--- config.mk ---
export PLATFORM = sky130hd
export DESIGN_NAME = llq_top
export DESIGN_NICKNAME = d
export VERILOG_FILES = /design/src/rtl/llq_pkg.sv /design/src/rtl/llq_path.sv /design/src/rtl/llq_ctrl.sv /design/src/rtl/llq_top.sv
export SDC_FILE = /design/constraint.sdc
export NUM_CORES = 1
export LEC_CHECK = 0
export BUFFER_PORTS_ARGS = -buffer_cell sky130_fd_sc_hd__clkbuf_2
export CAP_MARGIN = 15
export CORE_UTILIZATION = 60
export CTS_CLUSTER_DIAMETER = 50
export DETAILED_ROUTE_END_ITERATION = 8
export PLACE_DENSITY = 0.84
export SETUP_SLACK_MARGIN = 0.4
export SLEW_MARGIN = 20
export SYNTH_ARGS = -nofsm -noshare
export SYNTH_HDL_FRONTEND = slang
export SYNTH_SLANG_ARGS = --single-unit
--- constraint.sdc ---
create_clock -name clk -period 4.47 [get_ports clk]
set_input_delay 0.6705 -clock clk [delete_from_list [all_inputs] [get_ports clk]]
set_output_delay 0.6705 -clock clk [all_outputs]
set_load 0.1 [all_outputs]
--- src/rtl/llq_pkg.sv ---
package llq_pkg;
  typedef enum logic [1:0] {OP_ENQ = 2'd0, OP_DEQ = 2'd1, OP_BYP = 2'd2, OP_NOP = 2'd3} op_e;
  typedef enum logic [1:0] {A_CUR, A_TAIL, A_FREE} asel_e;
  typedef enum logic [1:0] {W_IN, W_NULL, W_CUR, W_FREE} wsel_e;
  typedef enum logic [3:0] {
    S_IDLE, S_ENQ, S_ENQL, S_POP1, S_POP2, S_DEQ, S_DEQL, S_PUSH, S_BYP
  } state_e;

  // control-to-datapath strobes
  typedef struct packed {
    logic  latchEnq;
    logic  latchDeq;
    asel_e aSel;
    wsel_e wSel;
    logic  enqLink;
    logic  deqLink;
    logic  popList;
    logic  popFresh;
    logic  pushFree;
    logic  recycle;
  } strobe_t;
endpackage

--- src/rtl/llq_path.sv ---
module llq_path import llq_pkg::*; #(
  parameter int NUM_Q  = 8,
  parameter int ADDR_W = 8,
  parameter int DATA_W = 32,
  parameter int WIDX_W = 3,
  localparam int QW    = $clog2(NUM_Q)
) (
  input  logic              clk,
  input  logic              rstN,
  input  strobe_t           st,
  input  logic [WIDX_W-1:0] wordIdx,
  input  logic [QW-1:0]     cmdQueue,
  input  logic [DATA_W-1:0] inWord,
  input  logic [ADDR_W-1:0] linkIn,
  output logic [ADDR_W+WIDX_W-1:0] memAddr,
  output logic [DATA_W-1:0] memWdata,
  output logic              cmdEmpty,
  output logic              curEmpty,
  output logic              preValid,
  output logic              freeNull,
  output logic              freshLeft
);
  localparam logic [ADDR_W-1:0] NULLB = {ADDR_W{1'b1}};

  logic [ADDR_W-1:0] headQ [NUM_Q];
  logic [ADDR_W-1:0] tailQ [NUM_Q];
  logic [ADDR_W-1:0] freeHead, freshCnt, preBlk, curBlk, addrBlk;
  logic [QW-1:0]     curQ;

  assign cmdEmpty  = headQ[cmdQueue] == NULLB;
  assign curEmpty  = headQ[curQ] == NULLB;
  assign freeNull  = freeHead == NULLB;
  assign freshLeft = freshCnt != NULLB;

  always_comb begin
    case (st.aSel)
      A_TAIL:  addrBlk = tailQ[curQ];
      A_FREE:  addrBlk = freeHead;
      default: addrBlk = curBlk;
    endcase
    case (st.wSel)
      W_NULL:  memWdata = DATA_W'(NULLB);
      W_CUR:   memWdata = DATA_W'(curBlk);
      W_FREE:  memWdata = DATA_W'(freeHead);
      default: memWdata = inWord;
    endcase
  end
  assign memAddr = {addrBlk, wordIdx};

  always_ff @(posedge clk) begin
    if (!rstN) begin
      for (int i = 0; i < NUM_Q; i++) begin
        headQ[i] <= NULLB;
        tailQ[i] <= NULLB;
      end
      freeHead <= NULLB;
      freshCnt <= '0;
      preBlk   <= '0;
      preValid <= 1'b0;
      curBlk   <= '0;
      curQ     <= '0;
    end else begin
      if (st.latchEnq) begin
        curQ   <= cmdQueue;
        curBlk <= preBlk;
      end
      if (st.latchDeq) begin
        curQ   <= cmdQueue;
        curBlk <= headQ[cmdQueue];
      end
      if (st.enqLink) begin
        if (curEmpty) headQ[curQ] <= curBlk;
        tailQ[curQ] <= curBlk;
        preValid    <= 1'b0;
      end
      if (st.deqLink) headQ[curQ] <= linkIn;
      if (st.popList) begin
        preBlk   <= freeHead;
        preValid <= 1'b1;
        freeHead <= linkIn;
      end
      if (st.popFresh) begin
        preBlk   <= freshCnt;
        preValid <= 1'b1;
        freshCnt <= freshCnt + 1'b1;
      end
      if (st.pushFree) freeHead <= curBlk;
      if (st.recycle) begin
        preBlk   <= curBlk;
        preValid <= 1'b1;
      end
    end
  end
endmodule

--- src/rtl/llq_ctrl.sv ---
module llq_ctrl import llq_pkg::*; #(
  parameter int BLK_WORDS = 4,
  parameter int WIDX_W    = 3
) (
  input  logic              clk,
  input  logic              rstN,
  input  logic              cmdValid,
  input  logic [1:0]        cmdOp,
  input  logic              cmdEmpty,
  input  logic              curEmpty,
  input  logic              preValid,
  input  logic              freeNull,
  input  logic              freshLeft,
  output strobe_t           st,
  output logic              memRd,
  output logic              memWr,
  output logic [WIDX_W-1:0] wordIdx,
  output logic              cmdReady,
  output logic              inTake,
  output logic              outValid,
  output logic              outLast,
  output logic              outFromIn,
  output logic              errEmpty,
  output logic              errNoBlock
);
  localparam logic [WIDX_W-1:0] LINK  = WIDX_W'(BLK_WORDS);
  localparam logic [WIDX_W-1:0] LASTD = WIDX_W'(BLK_WORDS - 1);

  state_e            state, nextState;
  logic [WIDX_W-1:0] cnt, pendIdx;
  logic              pendRd, accept;

  assign cmdReady  = state == S_IDLE;
  assign accept    = cmdValid && cmdReady;
  assign outFromIn = state == S_BYP;
  assign outValid  = outFromIn || pendRd;
  assign outLast   = outFromIn ? (cnt == LASTD) : (pendRd && pendIdx == LASTD);

  always_comb begin
    st        = '0;
    memRd     = 1'b0;
    memWr     = 1'b0;
    inTake    = 1'b0;
    wordIdx   = cnt;
    nextState = state;
    case (state)
      S_IDLE: if (accept) begin
        if (cmdOp == OP_ENQ && preValid) begin
          st.latchEnq = 1'b1;
          nextState   = S_ENQ;
        end else if (cmdOp == OP_DEQ && !cmdEmpty) begin
          st.latchDeq = 1'b1;
          nextState   = S_DEQ;
        end else if (cmdOp == OP_BYP) begin
          nextState = S_BYP;
        end
      end
      S_ENQ: begin
        memWr   = 1'b1;
        st.aSel = A_CUR;
        if (cnt == LINK) begin
          st.wSel   = W_NULL;
          nextState = S_ENQL;
        end else begin
          st.wSel = W_IN;
          inTake  = 1'b1;
        end
      end
      S_ENQL: begin
        memWr      = !curEmpty;
        st.aSel    = A_TAIL;
        st.wSel    = W_CUR;
        wordIdx    = LINK;
        st.enqLink = 1'b1;
        nextState  = S_POP1;
      end
      S_POP1: begin
        if (!freeNull) begin
          memRd     = 1'b1;
          st.aSel   = A_FREE;
          wordIdx   = LINK;
          nextState = S_POP2;
        end else begin
          st.popFresh = freshLeft;
          nextState   = S_IDLE;
        end
      end
      S_POP2: begin
        st.popList = 1'b1;
        nextState  = S_IDLE;
      end
      S_DEQ: begin
        memRd   = 1'b1;
        st.aSel = A_CUR;
        if (cnt == LINK) nextState = S_DEQL;
      end
      S_DEQL: begin
        st.deqLink = 1'b1;
        if (preValid) nextState = S_PUSH;
        else begin
          st.recycle = 1'b1;
          nextState  = S_IDLE;
        end
      end
      S_PUSH: begin
        memWr       = 1'b1;
        st.aSel     = A_CUR;
        st.wSel     = W_FREE;
        wordIdx     = LINK;
        st.pushFree = 1'b1;
        nextState   = S_IDLE;
      end
      S_BYP: begin
        inTake = 1'b1;
        if (cnt == LASTD) nextState = S_IDLE;
      end
      default: nextState = S_IDLE;
    endcase
  end

  always_ff @(posedge clk) begin
    if (!rstN) begin
      state      <= S_POP1;
      cnt        <= '0;
      pendRd     <= 1'b0;
      pendIdx    <= '0;
      errEmpty   <= 1'b0;
      errNoBlock <= 1'b0;
    end else begin
      state <= nextState;
      if (nextState != state) cnt <= '0;
      else if (state == S_ENQ || state == S_DEQ || state == S_BYP) cnt <= cnt + 1'b1;
      pendRd     <= state == S_DEQ && cnt != LINK;
      pendIdx    <= cnt;
      errEmpty   <= accept && cmdOp == OP_DEQ && cmdEmpty;
      errNoBlock <= accept && cmdOp == OP_ENQ && !preValid;
    end
  end
endmodule

--- src/rtl/llq_top.sv ---
module llq_top import llq_pkg::*; #(
  parameter int NUM_Q     = 8,
  parameter int ADDR_W    = 8,
  parameter int DATA_W    = 32,
  parameter int BLK_WORDS = 4,
  localparam int QW       = $clog2(NUM_Q),
  localparam int WIDX_W   = $clog2(BLK_WORDS + 1),
  localparam int MA_W     = ADDR_W + WIDX_W
) (
  input  logic              clk,
  input  logic              rstN,
  input  logic              cmdValid,
  input  logic [1:0]        cmdOp,
  input  logic [QW-1:0]     cmdQueue,
  output logic              cmdReady,
  input  logic [DATA_W-1:0] inWord,
  output logic              inTake,
  output logic              outValid,
  output logic [DATA_W-1:0] outWord,
  output logic              outLast,
  output logic              memRd,
  output logic              memWr,
  output logic [MA_W-1:0]   memAddr,
  output logic [DATA_W-1:0] memWdata,
  input  logic [DATA_W-1:0] memRdata,
  output logic              errEmpty,
  output logic              errNoBlock
);
  strobe_t           st;
  logic [WIDX_W-1:0] wordIdx;
  logic              cmdEmpty, curEmpty, preValid, freeNull, freshLeft, outFromIn;

  assign outWord = outFromIn ? inWord : memRdata;

  llq_ctrl #(.BLK_WORDS(BLK_WORDS), .WIDX_W(WIDX_W)) i_ctrl (
    .clk, .rstN, .cmdValid, .cmdOp, .cmdEmpty, .curEmpty, .preValid, .freeNull,
    .freshLeft, .st, .memRd, .memWr, .wordIdx, .cmdReady, .inTake, .outValid,
    .outLast, .outFromIn, .errEmpty, .errNoBlock
  );

  llq_path #(.NUM_Q(NUM_Q), .ADDR_W(ADDR_W), .DATA_W(DATA_W), .WIDX_W(WIDX_W)) i_path (
    .clk, .rstN, .st, .wordIdx, .cmdQueue, .inWord,
    .linkIn(memRdata[ADDR_W-1:0]), .memAddr, .memWdata, .cmdEmpty, .curEmpty,
    .preValid, .freeNull, .freshLeft
  );
endmodule

==> impl_summary.txt <==
----------------------------------------------------
[Status]
  Result of the run ... complete, no violations

[Cells and area]
  Antenna Diode Count ... 0
  Area added between synthesis and finish ... 17.8%
  Count of nets after finishing ... 1,078
  Share of final-layout standard cells stronger than drive strength 1 ... 28.7%
  Fillers ... 1,040

[Synthesis]
  Yosys top cell by area ... edfxtp_1
  Commonest cells in the netlist ... 128 x edfxtp_1, 99 x nand2_1, 84 x nand2b_1
  Synth top area share ... 39.9%
  Mean post-synth cell area ... 11.3 sq um
  Cell variety after synth ... 67
  Number of synthesized flops with an enable pin ... 128
  Proportion of synthesized chip area in sequential cells ... 50.7%
  Net count of the mapped netlist ... 931
  Cell Area, Synth ... 9630 sq um
  Number of standard cells after synthesis ... 853
  Post-synth top flop ... edfxtp_1
  Share of flip-flops with an asynchronous set or reset ... 0%
  Post-synthesis sequential element count ... 180
  Cells taking the most area after synthesis ... edfxtp_1 40%, dfxtp_1 11%, nand2b_1 5.5%
  Synth Warn # ... 0
  Most frequently used cell type in the post-synthesis netlist ... edfxtp_1

[Route]
  WL per Instance ... 22.4 um
  Average vias per placed instance ... 6.46
  Remaining routing DRC violations ... 0
  Count of antenna-violating nets left after detailed routing ... 0
  Router iterations before antenna repair ... 6
  Routed Wire Length ... 27,500 um
  Number of design-rule violations left by the first detailed-router iteration ... 1,056
  DR vias ... 7,913

[Critical path]
  End point of the critical path ... memWdata[2]
  Critical Path Fanout Max ... 18
  Setup crit start ... i_ctrl.state[1]
  Internal reg-to-reg setup slack ... 1.38 ns
  Critical Path Sink Type ... output port
  Register-to-Register Path Depth ... 6
  Slowest cell on crit path ... dfxtp_1
  Reg2reg start ... i_path.freeHead[4]
  Maximum single-stage delay on the critical path ... 0.64 ns
  Stages on the worst setup path ... 7
  Destination of the worst register-to-register timing path ... i_path.preBlk[1]
  Crit-path leading delay family ... buffers and inverters
  Type of the worst setup path ... reg -> out
  Ordered list of cells on the worst path ... nor2b_1 -> nand2b_1 -> clkinv_1 -> buf_4 -> nand2_1 -> a31oi_1 -> clkbuf_2
  CP Launch Type ... flip-flop
  Required time of the worst setup path ... 3.80 ns
  Arrival time at the worst endpoint ... 3.04 ns
  CP bufs+invs ... 3

[Power and ir drop]
  Internal cell power ... 0.00333 W
  Clk pwr share ... 24.2%
  Maximum resistive drop on vdd ... 0.620 mV
  Power share of the combinational group ... 43.4%
  Total power density per cell area ... 530 nW/um^2
  Proportion of power drawn by flip-flops and latches ... 32.4%
  P_leak ... 3.84 nW
  Reported net switching power ... 0.00268 W
  Switching part of the total power ... 44.6%

[Floorplan]
  Core region area ... 15,400 sq um
  Die Width ... 129 um
  # IOs ... 155
  Die H ... 129 um
  Die area ... 16,600 sq um
  Number of standard-cell rows in the floorplan ... 45
  Effective utilization at floorplan ... 62.4%

[STA]
  Setup Skew ... 0.00848 ns
  Tightest Pin Transition ... 1.10 ns
  Crit path setup slack, layout ... 0.764 ns
  Worst slew slack as a fraction of its limit ... 24.3%
  Max-slew violation total from the final report ... 0
  Final min period ... 3.71 ns
  Hold Violations, Final ... 0
  Summed negative setup slack over all endpoints ... 0 ns
  Post-route clock period utilization ... 82.9%
  Unrepaired setup endpoints after global routing ... false
  Hold slack final ... 0.481 ns
  Maximum achievable frequency ... 270 MHz
  Final-report setup violation count ... 0

[CTS]
  Number of clock sinks ... 180
  Worst-path clk slew ... 0.07 ns
  Latest clock arrival within the worst-skew pair ... 0.43 ns
  Cell chosen for the clock root ... clkbuf_16
  Buffers from clock root to sink, at most ... 2
  Num CTS Buffers ... 17
  CTS tree ... built
  Post-CTS Hold Buffers ... 0
  Resized cells post-CTS ... 0
  CTS H-tree depth ... 4
  Number of buffers added for setup after CTS ... 0

[Run]
  Number of maximum-capacitance violations ... 0

[Global route]
  Global routing usage summed across all routing layers ... 34.6%
  Maximum number of pins on one net before global-route repair ... 38
  Wire length of the first global-routing pass ... 42,200 um
  Initial antenna violation count ... 0
  Total congestion overflow ... 0
  Vias in the first global route ... 7,471

[Worst hold path]
  Worst hold path type ... reg -> reg
  Number of cells traversed by the worst hold path ... 2

[Placement]
  Number of buffers inserted by port buffering ... 154
  Final RePlAce weighted congestion ... 0.905
  HPWL after detailed placement ... 19,500 um
  Worst setup timing slack at the placement stage ... 1.29 ns

----------------------------------------------------
power groups by stage:
stage          Clock [W]  Sequential, W  Combinational [W]
2_1_floorplan          0        0.00194            0.00202
3_3_place_gp           0        0.00198            0.00255
3_5_place_dp           0        0.00198            0.00257
4_1_cts          0.00145        0.00194            0.00258
5_1_grt          0.00152        0.00195            0.00272
6_report         0.00146        0.00195            0.00261
per-stage QoR:
stage	total power (W)	cell area (sq um)	cells	utilization [%]
2_1_floorplan	0.00395	9630	853	-
3_3_place_gp	0.00452	10800	1192	69.7
3_5_place_dp	0.00455	10800	1192	69.8
4_1_cts	0.00598	11300	1224	73.5
5_1_grt	0.00619	11300	1224	73.5
6_report	0.00601	11300	1224	73.5
worst min-delay path by stage:
| stage | start | end | slack (ns) |
|---|---|---|---|
| 2_1_floorplan | i_path.preBlk[1] | i_path.preBlk[1] | 0.43 |
| 3_3_place_gp | i_path.preBlk[1] | i_path.preBlk[1] | 0.47 |
| 3_5_place_dp | i_path.preBlk[1] | i_path.preBlk[1] | 0.46 |
| 4_1_cts | i_path.preBlk[1] | i_path.preBlk[1] | 0.47 |
| 5_1_grt | i_path.preBlk[6] | i_path.preBlk[6] | 0.50 |
| 6_report | i_path.preBlk[1] | i_path.preBlk[1] | 0.48 |
logic make-up (layout without fill, tap and decap cells):
group | Yosys count | after routing | synth area share (%)
DFF | 180 | 180 | 50.7
and+or+nand+nor | 371 | 371 | 20.3
adders and majority gates | 6 | 6 | 0.780
buffers and inverters | 76 | 236 | 3.51
AOI/OAI and AO/OA | 111 | 111 | 8.06
muxes | 102 | 102 | 15.9
xor gates and xnor gates | 7 | 7 | 0.637
worst register-to-register path, cell delays in order (launching register included):
cell and delay (ns):
dfxtp_1 0.50, nand4_1 0.24, or4_1 0.70, nor2_1 0.77, a21oi_1 0.35, a211o_1 0.32, a21oi_1 0.14
layout by cell type (no fill, tap or decap), types with 3 or more instances in the layout:
master / n
clkbuf_2: 146
edfxtp_1: 128
nand2_1: 99
nand2b_1: 84
dfxtp_1: 52
nor2_1: 51
mux2_2: 43
a21oi_1: 36
and3_1: 30
buf_4: 30
nand3_1: 29
mux2i_1: 27
nand4_1: 26
clkbuf_16: 17
mux4_1: 16
mux4_2: 16
o211ai_1: 14
inv_1: 13
nor3_1: 11
o31ai_1: 9
a31oi_1: 8
o21ai_0: 8
a221oi_1: 8
buf_12: 8
clkinv_1: 7
nor4_1: 6
ha_1: 6
o2bb2a_1: 5
nor2b_1: 5
inv_6: 5
nor4b_1: 4
xor2_1: 4
a211o_1: 4
and2_1: 3
or2_2: 3
xnor2_1: 3
o211a_1: 3
clkinvlp_4: 3
per-layer routing:
layer	track usage, %	vias up	routed length, um
met5	0	-	0
met4	13.9	0	887
met3	9.23	80	2870
met2	53.7	490	12800
met1	46.6	3850	10900
li1	-	3493	-
flip-flops by register name (all words and copies together) (netlist names), named ones only:
register           cells
i_path.freshCnt        8
i_path.curBlk          8
i_ctrl.pendRd          1
i_ctrl.errEmpty        1
i_ctrl.cnt             3
i_ctrl.pendIdx         3
i_path.headQ          64
i_path.preValid        1
i_ctrl.state           4
i_path.freeHead        8
i_path.tailQ          64
i_path.preBlk          8
i_ctrl.errNoBlock      1
i_path.curQ            3
cell type report:
class / count / area [sq um] / share of cell area [%]
clock buffer: 17 / 425 / 3.75
clock inverter: 15 / 146 / 1.29
inverter: 20 / 75.1 / 0.662
multi-input combinational: 597 / 4430 / 39.1
sequential: 180 / 4880 / 43.1
tap: 211 / 264 / 2.33
timing repair buffer: 184 / 1120 / 9.84
No activity file was read; power rests on OpenSTA's default activity.
